File: config.mk
export PLATFORM = sky130hd
export DESIGN_NAME = sdmx_top
export DESIGN_NICKNAME = d
export VERILOG_FILES = /design/src/rtl/sdmx_pkg.sv /design/src/rtl/sdmx_sat.sv /design/src/rtl/sdmx_pipe.sv /design/src/rtl/sdmx_demux.sv /design/src/rtl/sdmx_ilv.sv /design/src/rtl/sdmx_top.sv
export SDC_FILE = /design/constraint.sdc
export NUM_CORES = 1
export LEC_CHECK = 0
export ABC_AREA = 1
export BUFFER_PORTS_ARGS = -buffer_cell sky130_fd_sc_hd__buf_2
export CORE_MARGIN = 8
export CORE_UTILIZATION = 35
export CTS_BUF_LIST = sky130_fd_sc_hd__clkbuf_8
export CTS_CLUSTER_DIAMETER = 50
export DETAILED_ROUTE_END_ITERATION = 8
export GPL_TIMING_DRIVEN = 0
export PLACE_DENSITY = 0.59
export SKIP_CTS_REPAIR_TIMING = 1
export SLEW_MARGIN = 20
export SYNTH_ARGS = -nofsm -noshare
export SYNTH_HDL_FRONTEND = slang
export SYNTH_HIERARCHICAL = 1
export SYNTH_SLANG_ARGS = --single-unit
File: constraint.sdc
create_clock -name clk -period 1.3 [get_ports clk]
set_clock_uncertainty 0.05 [all_clocks]
set_input_delay 0.065 -clock clk [delete_from_list [all_inputs] [get_ports clk]]
set_output_delay 0.065 -clock clk [all_outputs]
set_load 0.02 [all_outputs]
File: src/rtl/sdmx_pkg.sv
`timescale 1ns/1ps
// Shared types for the saturating output demultiplexer.
// Assumes the output code width is fixed at 8 bits for every instance.
package sdmx_pkg;
    localparam int CODE_W = 8;

    // One sample in flight through the transport pipeline.
    typedef struct packed {
        logic [CODE_W-1:0] code;  // clamped offset-binary code
        logic              oor;   // out-of-range flag
        logic              ph;    // 0 = first of a pair, 1 = second
        logic              vld;   // slot holds an accepted sample
    } smp_t;
endpackage

File: src/rtl/sdmx_sat.sv
`timescale 1ns/1ps
// Converts a two's-complement result to offset binary and clamps it.
// Pure combinational logic. Assumes RAW_W is larger than the code width.
module sdmx_sat #(
    parameter int RAW_W = 10
) (
    input  logic [RAW_W-1:0]           raw,
    output logic [sdmx_pkg::CODE_W-1:0] code,
    output logic                        oor
);
    localparam int CW       = sdmx_pkg::CODE_W;
    localparam int EXT_W    = RAW_W + 1;
    localparam int OFFSET   = 2 ** (CW - 1);
    localparam int CODE_MAX = (2 ** CW) - 1;

    logic signed [EXT_W-1:0] ext;
    logic signed [EXT_W-1:0] sum;

    // Shift by half scale, then clamp to the code range.
    always_comb begin
        ext = {raw[RAW_W-1], raw};
        sum = ext + $signed(EXT_W'(OFFSET));
        if (sum < 0) begin
            code = '0;
            oor  = 1'b1;
        end else if (sum > $signed(EXT_W'(CODE_MAX))) begin
            code = '1;
            oor  = 1'b1;
        end else begin
            code = sum[CW-1:0];
            oor  = 1'b0;
        end
    end
endmodule

File: src/rtl/sdmx_pipe.sv
`timescale 1ns/1ps
// Full-rate transport delay line with a tap at every stage.
// Tap i holds the sample taken i+1 active edges ago. Assumes DEPTH >= 2.
module sdmx_pipe #(
    parameter int DEPTH = 8
) (
    input  logic                          clk,
    input  logic                          rst_n,
    input  logic                          en,
    input  sdmx_pkg::smp_t                din,
    output sdmx_pkg::smp_t [DEPTH-1:0]    taps
);
    // Shift one stage per active clock, hold while disabled.
    always_ff @(posedge clk) begin
        if (!rst_n) begin
            taps <= '0;
        end else if (en) begin
            taps <= {taps[DEPTH-2:0], din};
        end
    end
endmodule

File: src/rtl/sdmx_demux.sv
`timescale 1ns/1ps
// Loads the two half-rate buses from the delay-line taps.
// The primary bus takes second-of-pair samples from its tap and the delayed
// bus takes first-of-pair samples from the tap one stage further on, so both
// buses load on the same edge. Flags clear while disabled.
module sdmx_demux (
    input  logic                          clk,
    input  logic                          rst_n,
    input  logic                          en,
    input  sdmx_pkg::smp_t                tap_p,
    input  sdmx_pkg::smp_t                tap_d,
    output logic [sdmx_pkg::CODE_W-1:0]   pri_code,
    output logic                          pri_oor,
    output logic [sdmx_pkg::CODE_W-1:0]   dly_code,
    output logic                          dly_oor,
    output logic                          bus_clk
);
    logic load_p;
    logic load_d;

    // Decide which bus accepts its tap this edge.
    always_comb begin
        load_p = tap_p.vld & tap_p.ph;
        load_d = tap_d.vld & ~tap_d.ph;
    end

    // Bus registers and the half-rate marker.
    always_ff @(posedge clk) begin
        if (!rst_n) begin
            pri_code <= '0;
            pri_oor  <= 1'b0;
            dly_code <= '0;
            dly_oor  <= 1'b0;
            bus_clk  <= 1'b0;
        end else if (!en) begin
            pri_oor  <= 1'b0;
            dly_oor  <= 1'b0;
        end else begin
            if (load_p) begin
                pri_code <= tap_p.code;
                pri_oor  <= tap_p.oor;
            end
            if (load_d) begin
                dly_code <= tap_d.code;
                dly_oor  <= tap_d.oor;
            end
            bus_clk <= load_d;
        end
    end
endmodule

File: src/rtl/sdmx_ilv.sv
`timescale 1ns/1ps
// Receiver-side interleaver. It rebuilds the full-rate stream by issuing the
// delayed-bus word in the cycle after a bus update and the primary-bus word
// in the cycle after that. Assumes both buses update on the same edge.
module sdmx_ilv (
    input  logic                          clk,
    input  logic                          rst_n,
    input  logic                          en,
    input  logic                          bus_clk,
    input  logic [sdmx_pkg::CODE_W-1:0]   pri_code,
    input  logic                          pri_oor,
    input  logic [sdmx_pkg::CODE_W-1:0]   dly_code,
    input  logic                          dly_oor,
    output logic [sdmx_pkg::CODE_W-1:0]   rx_code,
    output logic                          rx_oor,
    output logic                          rx_valid
);
    logic seen_q;

    // Pick the delayed word after an update and the primary word otherwise.
    always_ff @(posedge clk) begin
        if (!rst_n) begin
            rx_code  <= '0;
            rx_oor   <= 1'b0;
            rx_valid <= 1'b0;
            seen_q   <= 1'b0;
        end else if (!en) begin
            rx_oor   <= 1'b0;
        end else if (bus_clk) begin
            rx_code  <= dly_code;
            rx_oor   <= dly_oor;
            rx_valid <= 1'b1;
            seen_q   <= 1'b1;
        end else if (seen_q) begin
            rx_code  <= pri_code;
            rx_oor   <= pri_oor;
        end
    end
endmodule

File: src/rtl/sdmx_top.sv
`timescale 1ns/1ps
// Saturating converter output demultiplexer with its receiver interleaver.
// Each active clock takes one raw result, clamps it to offset binary and
// tags it with its pair phase. The sample then moves through a full-rate
// delay line whose taps feed the two half-rate buses. pd high freezes every
// stage. Assumes LAT_PRI >= 1.
module sdmx_top #(
    parameter int RAW_W   = 10,
    parameter int LAT_PRI = 7
) (
    input  logic                          clk,
    input  logic                          rst_n,
    input  logic                          pd,
    input  logic [RAW_W-1:0]              raw,
    output logic [sdmx_pkg::CODE_W-1:0]   pri_code,
    output logic                          pri_oor,
    output logic [sdmx_pkg::CODE_W-1:0]   dly_code,
    output logic                          dly_oor,
    output logic                          bus_clk,
    output logic [sdmx_pkg::CODE_W-1:0]   rx_code,
    output logic                          rx_oor,
    output logic                          rx_valid
);
    import sdmx_pkg::*;

    localparam int LAT_DLY = LAT_PRI + 1;

    logic                       en;
    logic                       phase_q;
    logic [CODE_W-1:0]          sat_code;
    logic                       sat_oor;
    smp_t                       s_in;
    smp_t [LAT_DLY-1:0]         taps;

    // Conversion runs only while power-down is low.
    always_comb en = ~pd;

    // Pair phase: alternates on every active clock, starting at 0.
    always_ff @(posedge clk) begin
        if (!rst_n) begin
            phase_q <= 1'b0;
        end else if (en) begin
            phase_q <= ~phase_q;
        end
    end

    sdmx_sat #(.RAW_W(RAW_W)) u_sat (
        .raw  (raw),
        .code (sat_code),
        .oor  (sat_oor)
    );

    // Assemble the sample that enters the delay line.
    always_comb begin
        s_in.code = sat_code;
        s_in.oor  = sat_oor;
        s_in.ph   = phase_q;
        s_in.vld  = 1'b1;
    end

    sdmx_pipe #(.DEPTH(LAT_DLY)) u_pipe (
        .clk   (clk),
        .rst_n (rst_n),
        .en    (en),
        .din   (s_in),
        .taps  (taps)
    );

    sdmx_demux u_demux (
        .clk      (clk),
        .rst_n    (rst_n),
        .en       (en),
        .tap_p    (taps[LAT_PRI-1]),
        .tap_d    (taps[LAT_DLY-1]),
        .pri_code (pri_code),
        .pri_oor  (pri_oor),
        .dly_code (dly_code),
        .dly_oor  (dly_oor),
        .bus_clk  (bus_clk)
    );

    sdmx_ilv u_ilv (
        .clk      (clk),
        .rst_n    (rst_n),
        .en       (en),
        .bus_clk  (bus_clk),
        .pri_code (pri_code),
        .pri_oor  (pri_oor),
        .dly_code (dly_code),
        .dly_oor  (dly_oor),
        .rx_code  (rx_code),
        .rx_oor   (rx_oor),
        .rx_valid (rx_valid)
    );
endmodule

==> results of run 1 <==
==> stage by stage <==
stage | utilization (%) | std cells | power (µW) | setup WS, ns
floorplan | - | 812 | 4690 | 0.164
global placement | 38.8 | 1037 | 4880 | -0.0961
detailed placement | 38.8 | 1037 | 4890 | -0.0969
CTS | 41.2 | 1069 | 7810 | 0.0512
global route | 41.4 | 1072 | 8190 | -0.00103
finish | 41.4 | 1072 | 7680 | 0.0804
==> cell usage in the layout, fill, tap and decap left out, types with 2 or more instances in the layout <==
cell / netlist / routed
sky130_fd_sc_hd__clkinvlp_4: 0 / 5
sky130_fd_sc_hd__a31oi_1: 5 / 5
sky130_fd_sc_hd__o21ai_1: 2 / 2
sky130_fd_sc_hd__ha_1: 2 / 2
sky130_fd_sc_hd__inv_2: 3 / 3
sky130_fd_sc_hd__buf_4: 9 / 9
sky130_fd_sc_hd__clkinv_2: 0 / 3
sky130_fd_sc_hd__nand2_1: 265 / 265
sky130_fd_sc_hd__dlygate4sd3_1: 0 / 3
sky130_fd_sc_hd__clkinv_4: 0 / 3
sky130_fd_sc_hd__buf_6: 14 / 14
sky130_fd_sc_hd__nor2_1: 230 / 230
sky130_fd_sc_hd__inv_1: 131 / 133
sky130_fd_sc_hd__clkbuf_8: 0 / 19
sky130_fd_sc_hd__dfxtp_1: 118 / 118
sky130_fd_sc_hd__buf_2: 14 / 55
sky130_fd_sc_hd__a21oi_1: 3 / 3
sky130_fd_sc_hd__nand3_1: 3 / 3
sky130_fd_sc_hd__nand3_2: 3 / 3
==> how the worst max path moves through the flow <==
stage                                       from                     endpoint  slack [ns]  cells after the start
CTS                 u_demux/bus_clk$_SDFFE_PN0P_                      bus_clk        0.05                      1
finish              u_demux/bus_clk$_SDFFE_PN0P_                      bus_clk        0.08                      1
global placement                          raw[7]  u_pipe/taps[3]$_SDFFE_PN0P_        -0.1                     12
floorplan                                 raw[7]  u_pipe/taps[3]$_SDFFE_PN0P_        0.16                     11
global route        u_demux/bus_clk$_SDFFE_PN0P_                      bus_clk      -0.001                      1
detailed placement                        raw[7]  u_pipe/taps[6]$_SDFFE_PN0P_        -0.1                     13
==> registers in the layout, indices dropped and copies added (netlist names) <==
register / cells
u_ilv/seen_q: 1
u_ilv/rx_oor: 1
u_demux/pri_oor: 1
u_demux/dly_code: 8
u_demux/dly_oor: 1
u_pipe/taps: 88
u_demux/bus_clk: 1
u_ilv/rx_code: 8
phase_q: 1
u_demux/pri_code: 8
==> layout make-up <==
class,count,area [µm²]
well taps,184,230
clock buffers,19,262
flip-flops and latches,118,2360
clock inverters,13,86.3
plain buffers,37,295
inverters,134,503
fillers,1639,8550
repair buffers,44,235
multi-input cells,523,2060
==> cells by family after synthesis <==
group	after synthesis
simple gates	504
buf+inv	171
fa+ha+maj	2
compound gates	16
other cells	1
flops	118
==> Yosys cell counts (2+ instances only) <==
cell | count | area [µm²]
sky130_fd_sc_hd__nand2_1 | 265 | 995
sky130_fd_sc_hd__ha_1 | 2 | 25.0
sky130_fd_sc_hd__buf_4 | 9 | 67.6
sky130_fd_sc_hd__o21ai_1 | 2 | 10.0
sky130_fd_sc_hd__buf_6 | 14 | 158
sky130_fd_sc_hd__inv_1 | 131 | 492
sky130_fd_sc_hd__nand3_1 | 3 | 15.0
sky130_fd_sc_hd__dfxtp_1 | 118 | 2360
sky130_fd_sc_hd__a31oi_1 | 5 | 31.3
sky130_fd_sc_hd__a21oi_1 | 3 | 15.0
sky130_fd_sc_hd__nand3_2 | 3 | 30.0
sky130_fd_sc_hd__buf_2 | 14 | 70.1
sky130_fd_sc_hd__inv_2 | 3 | 11.3
sky130_fd_sc_hd__nor2_1 | 230 | 863
==> report_power, final <==
part / internal, µW / switching (µW)
combinational: 345 / 525
sequential: 3830 / 112
clock: 1400 / 1480
total: 5570 / 2120
==> metal layers <==
| layer | GRT usage (%) | up-vias | part of all wire, % |
|---|---|---|---|
| met1 | 12.8 | 1774 | 52 |
| met5 | 0 | - | 0 |
| met4 | 3.95 | 0 | 0.68 |
| met2 | 17.4 | 66 | 42 |
| met3 | 4.45 | 4 | 4.9 |
| li1 | - | 2445 | - |
==> metrics.cfg, run 1 <==
[cts]
tritoncts.num_buffers = 17
tritoncts_num_sinks = 118
max-clock-path-buffers = 2
cts_tree = done
clkTransAtPathRegs_ns = 0.07
insertion_delay_ns = 0.43
clk_root_buffer_cell = sky130_fd_sc_hd__clkbuf_8
ctsHtreeMaxLevel = 4

[worst_setup_path]
cp_required_ns = 1.19
critPathMaxStageDelay_ns = 0.46
setup.worst_path.class = reg2out
crit-reg2reg-capture = phase_q$_SDFFE_PN0N_
startpoint_type = flop
regToRegStartpoint = phase_q$_SDFFE_PN0N_
reg2reg_setup_slack_ns = 0.08
ordered_list_of_cells_on_the_worst_path = buf_2
worst_path_max_delay_cell = sky130_fd_sc_hd__dfxtp_1
cp.arrival_ns = 1.10
path_buf_inv = 1
path_max_fanout = 5
timing.critical_path.max_delay_family = flip-flops
timing.critical_path.to_type = primary output
worst-r2r-cell-count = 5

[routing]
drt_drc_violations_left = 0
route.antenna.remaining_nets = 0
wire_per_inst_um = 9.15
detail_route.wirelength_mm = 9.80
drtIter0Drc = 154
drt_pass1_iterations = 5
vias_per_cell = 4.00
vias = 4289

[synth]
postSynthCellCount = 812
area_fraction_in_compound_gates_after_synthesis_pct = 2.08
postSynthAreaPerCell_um2 = 6.43
synth-seq-cells = 118
muxShareOfSynthArea_pct = 0
mappedNetlistNets = 827
synth_top_family_by_area = simple AND/OR/NAND/NOR gates
synth_xor_area_share_pct = 0
synth_edf_count = 0
ys_seq_area_share_pct = 45.2
synthesis.area_mm2 = 0.00523
synthAdderAreaFrac_pct = 0.479
simple_gate_fraction_of_synth_area_pct = 36.9
synth.lib_cells_used.distinct = 24
yosys_warnings = 6
async_reset_ff_share_pct = 0
ys_dominant_reg_cell = sky130_fd_sc_hd__dfxtp_1

[global_route]
gr-usage-all-layers_pct = 10.9
pin_count_of_the_biggest_net_entering_global_routing = 17
grt_remaining_overflow = 0
antenna_found_initial = 0
grt_pass1_vias = 4017
grt_pass1_wl_mm = 17.6

[floorplanning]
die-width_um = 138
core_area_mm2 = 0.0146
design.die.area_mm2 = 0.0191
io-pin-count = 42
fp.dieH_um = 138
initial_utilization_pct = 35.8
fp-row-count = 44

[pwr]
power.density_mw_per_mm2 = 1270
leakage_uw = 0.00329
peakVddDrop_uv = 540

[min_path]
min_delay_path_depth = 7
hp-class = in2reg
min_to = u_pipe/taps[9]$_SDFFE_PN0P_
hp-start = raw[6]

[placement]
placed_cell_area_mm2 = 0.00566
detailed_place_hpwl_mm = 6.86
port_buffers = 41
routabilityCongestion = 0.688

[outcome]
run_status = finished, violations left
failed_checks = hold timing

[job]
max_cap_violations = 0

[timing]
holdWs_ns = -0.00576
finalSetupViolCount = 0
share_of_the_clock_period_used_by_the_worst_path_pct = 93.8
period_needed_ns = 1.22
timing_max_transition_violations_final = 0
setup-tns-final_ns = 0
final-hold-violation-count = 1
clock.fmax_ghz = 0.820

[finish]
final_net_count = 890
antenna_cells_inserted = 0
area_delta_synth_final_pct = 15.6
final_layout_size_suffix_gt1_share_pct = 13.4
layout.cell_area.non_filler_mm2 = 0.00604

Power figures use the tool's default switching activity.
==> run 2, diff against run 1 <==
PLACE_DENSITY = 0.61   (was 0.59)
clock period = 1.1 ns   (was 1.3 ns; I/O delays follow)
==> run 2 against run 1 <==
  * The flow still finishes with violations (hold timing)
  * Sequential power is 18% higher
  * Largest cell class unchanged
  * Sequential share of layout area is 0.78 points lower
  * Global-route usage increased by 0.15 points
  * Power up 22%
  * Final area is 3.5% higher
  * Setup slack worse by 0.056 ns
  * Die area is the same
  * Non-clock buffer count grew 5
  * Register-to-register slack got worse by 0.06 ns
==> metrics.cfg, run 2 (synthesis gave the netlist of run 1 again) <==
[outcome]
run_status = finished, violations left
failed_checks = hold timing

[timing]
clock.fmax_ghz = 0.929
final-hold-violation-count = 3
rsz0062_at_grt = yes
period_needed_ns = 1.08
share_of_the_clock_period_used_by_the_worst_path_pct = 97.8
finalSetupViolCount = 0
holdWs_ns = -0.0139
timing_max_transition_violations_final = 0
setup-tns-final_ns = 0

[worst_setup_path]
worst_path_max_delay_cell = sky130_fd_sc_hd__dfxtp_4
ordered_list_of_cells_on_the_worst_path = o21ai_4, buf_6, nand2_2, nand2_1, nor2_1
cp.arrival_ns = 1.36
path_buf_inv = 1
timing.critical_path.max_delay_family = flip-flops
worst-r2r-cell-count = 5
startpoint_type = flop
critPathMaxStageDelay_ns = 0.37
setup.worst_path.class = reg2reg
timing.critical_path.to_type = flop
cp_required_ns = 1.39
path_max_fanout = 8
path_depth = 5

[min_path]
hp-class = in2reg
min_delay_path_depth = 7

[global_route]
grt_remaining_overflow = 0
gr-usage-all-layers_pct = 11.0
pin_count_of_the_biggest_net_entering_global_routing = 17
antenna_found_initial = 0
grt_pass1_wl_mm = 18.0
grt_pass1_vias = 4142

[placement]
port_buffers = 41
placed_cell_area_mm2 = 0.00568
detailed_place_hpwl_mm = 6.85
routabilityCongestion = 0.691

[finish]
highest_count_cells_in_the_layout_ignoring_fill_and_taps = sky130_fd_sc_hd__nand2_1 (262), sky130_fd_sc_hd__nor2_1 (230), sky130_fd_sc_hd__inv_1 (129)
layout.cell_area.non_filler_mm2 = 0.00625
final_layout_size_suffix_gt1_share_pct = 17.1
largest_register_ffs = 88
register_with_the_most_flip_flops = u_pipe/taps
utilization_pct = 42.8
fillerInstances = 1605
layout.cells.most_common = sky130_fd_sc_hd__nand2_1
antenna_cells_inserted = 0
area_delta_synth_final_pct = 19.6
final_net_count = 895

[floorplanning]
design.die.area_mm2 = 0.0191
fp.dieH_um = 138
die-width_um = 138
core_area_mm2 = 0.0146
fp-row-count = 44
io-pin-count = 42
initial_utilization_pct = 35.8

[routing]
drt_drc_violations_left = 0
detail_route.wirelength_mm = 9.93
drtIter0Drc = 163
route.antenna.remaining_nets = 0
wire_per_inst_um = 9.24
drt_pass1_iterations = 4
vias_per_cell = 4.03
vias = 4326

[cts]
max-clock-path-buffers = 2
ctsHtreeMaxLevel = 4
insertion_delay_ns = 0.43
clk_root_buffer_cell = sky130_fd_sc_hd__clkbuf_8
clkTransAtPathRegs_ns = 0.07
tritoncts_num_sinks = 118
cts_tree = done
tritoncts.num_buffers = 17

[pwr]
leakage_uw = 0.00334
peakVddDrop_uv = 668
power.density_mw_per_mm2 = 1510

[job]
max_cap_violations = 0

run 2: cell types whose count changed in the layout (fill, tap and decap cells not counted), sizes merged:
cell	before	now
buf	78	83
clkinvlp	5	2
bufinv	0	2
clkbuf	19	18
inv	136	135
run 2: metrics by stage:
| step | setup WS, ns | power, µW | cells |
|---|---|---|---|
| after global routing | -0.0476 | 9960 | 1074 |
| after floorplan | 0.00732 | 5550 | 812 |
| after CTS | -0.142 | 9530 | 1066 |
| after global placement | -0.237 | 5780 | 1037 |
| after detailed placement | -0.242 | 5790 | 1037 |
| final | 0.0239 | 9410 | 1074 |
run 2: cell type report:
class	count	area, µm²	area share (%)
Multi-Input combinational cell	523	2100	33.6
Clock buffer	18	248	3.96
Clock inverter	11	113	1.80
Buffer	37	302	4.83
Tap cell	184	230	3.68
Inverter	134	505	8.09
Sequential cell	118	2400	38.3
Timing Repair Buffer	49	355	5.69
run 2: metal layers:
metal  share of wire (%)  vias to the layer above  GRT usage [%]
li1                    -                     2444              -
met1                  50                     1815           12.4
met2                  44                       53           17.9
met3                 5.4                       14           4.76
met4                 1.4                        0           4.46
met5                   0                        -              0
run 2: where the power goes:
part | switching [µW] | internal (µW) | total [µW]
clock network | 1680 | 2000 | 3680
logic | 627 | 440 | 1070
registers | 138 | 4530 | 4660
total | 2450 | 6970 | 9410
run 2: tightest hold or removal path, stage by stage:
cell and delay [ns]:
sky130_fd_sc_hd__buf_2 0.09, sky130_fd_sc_hd__o21ai_1 0.07, sky130_fd_sc_hd__inv_1 0.04, sky130_fd_sc_hd__inv_1 0.03
sky130_fd_sc_hd__nand2_1 0.04, sky130_fd_sc_hd__nand2_1 0.04, sky130_fd_sc_hd__nor2_1 0.07
run 2: final timing paths:
kind,end,slack [ns],from
max,u_ilv/rx_code[6]$_SDFFE_PN0P_,0.02,u_demux/bus_clk$_SDFFE_PN0P_
min,u_pipe/taps[9]$_SDFFE_PN0P_,-0.01,raw[6]
max reg2reg,u_ilv/rx_code[6]$_SDFFE_PN0P_,0.02,u_demux/bus_clk$_SDFFE_PN0P_
min reg2reg,u_pipe/taps[37]$_SDFFE_PN0P_,0.42,u_pipe/taps[37]$_SDFFE_PN0P_
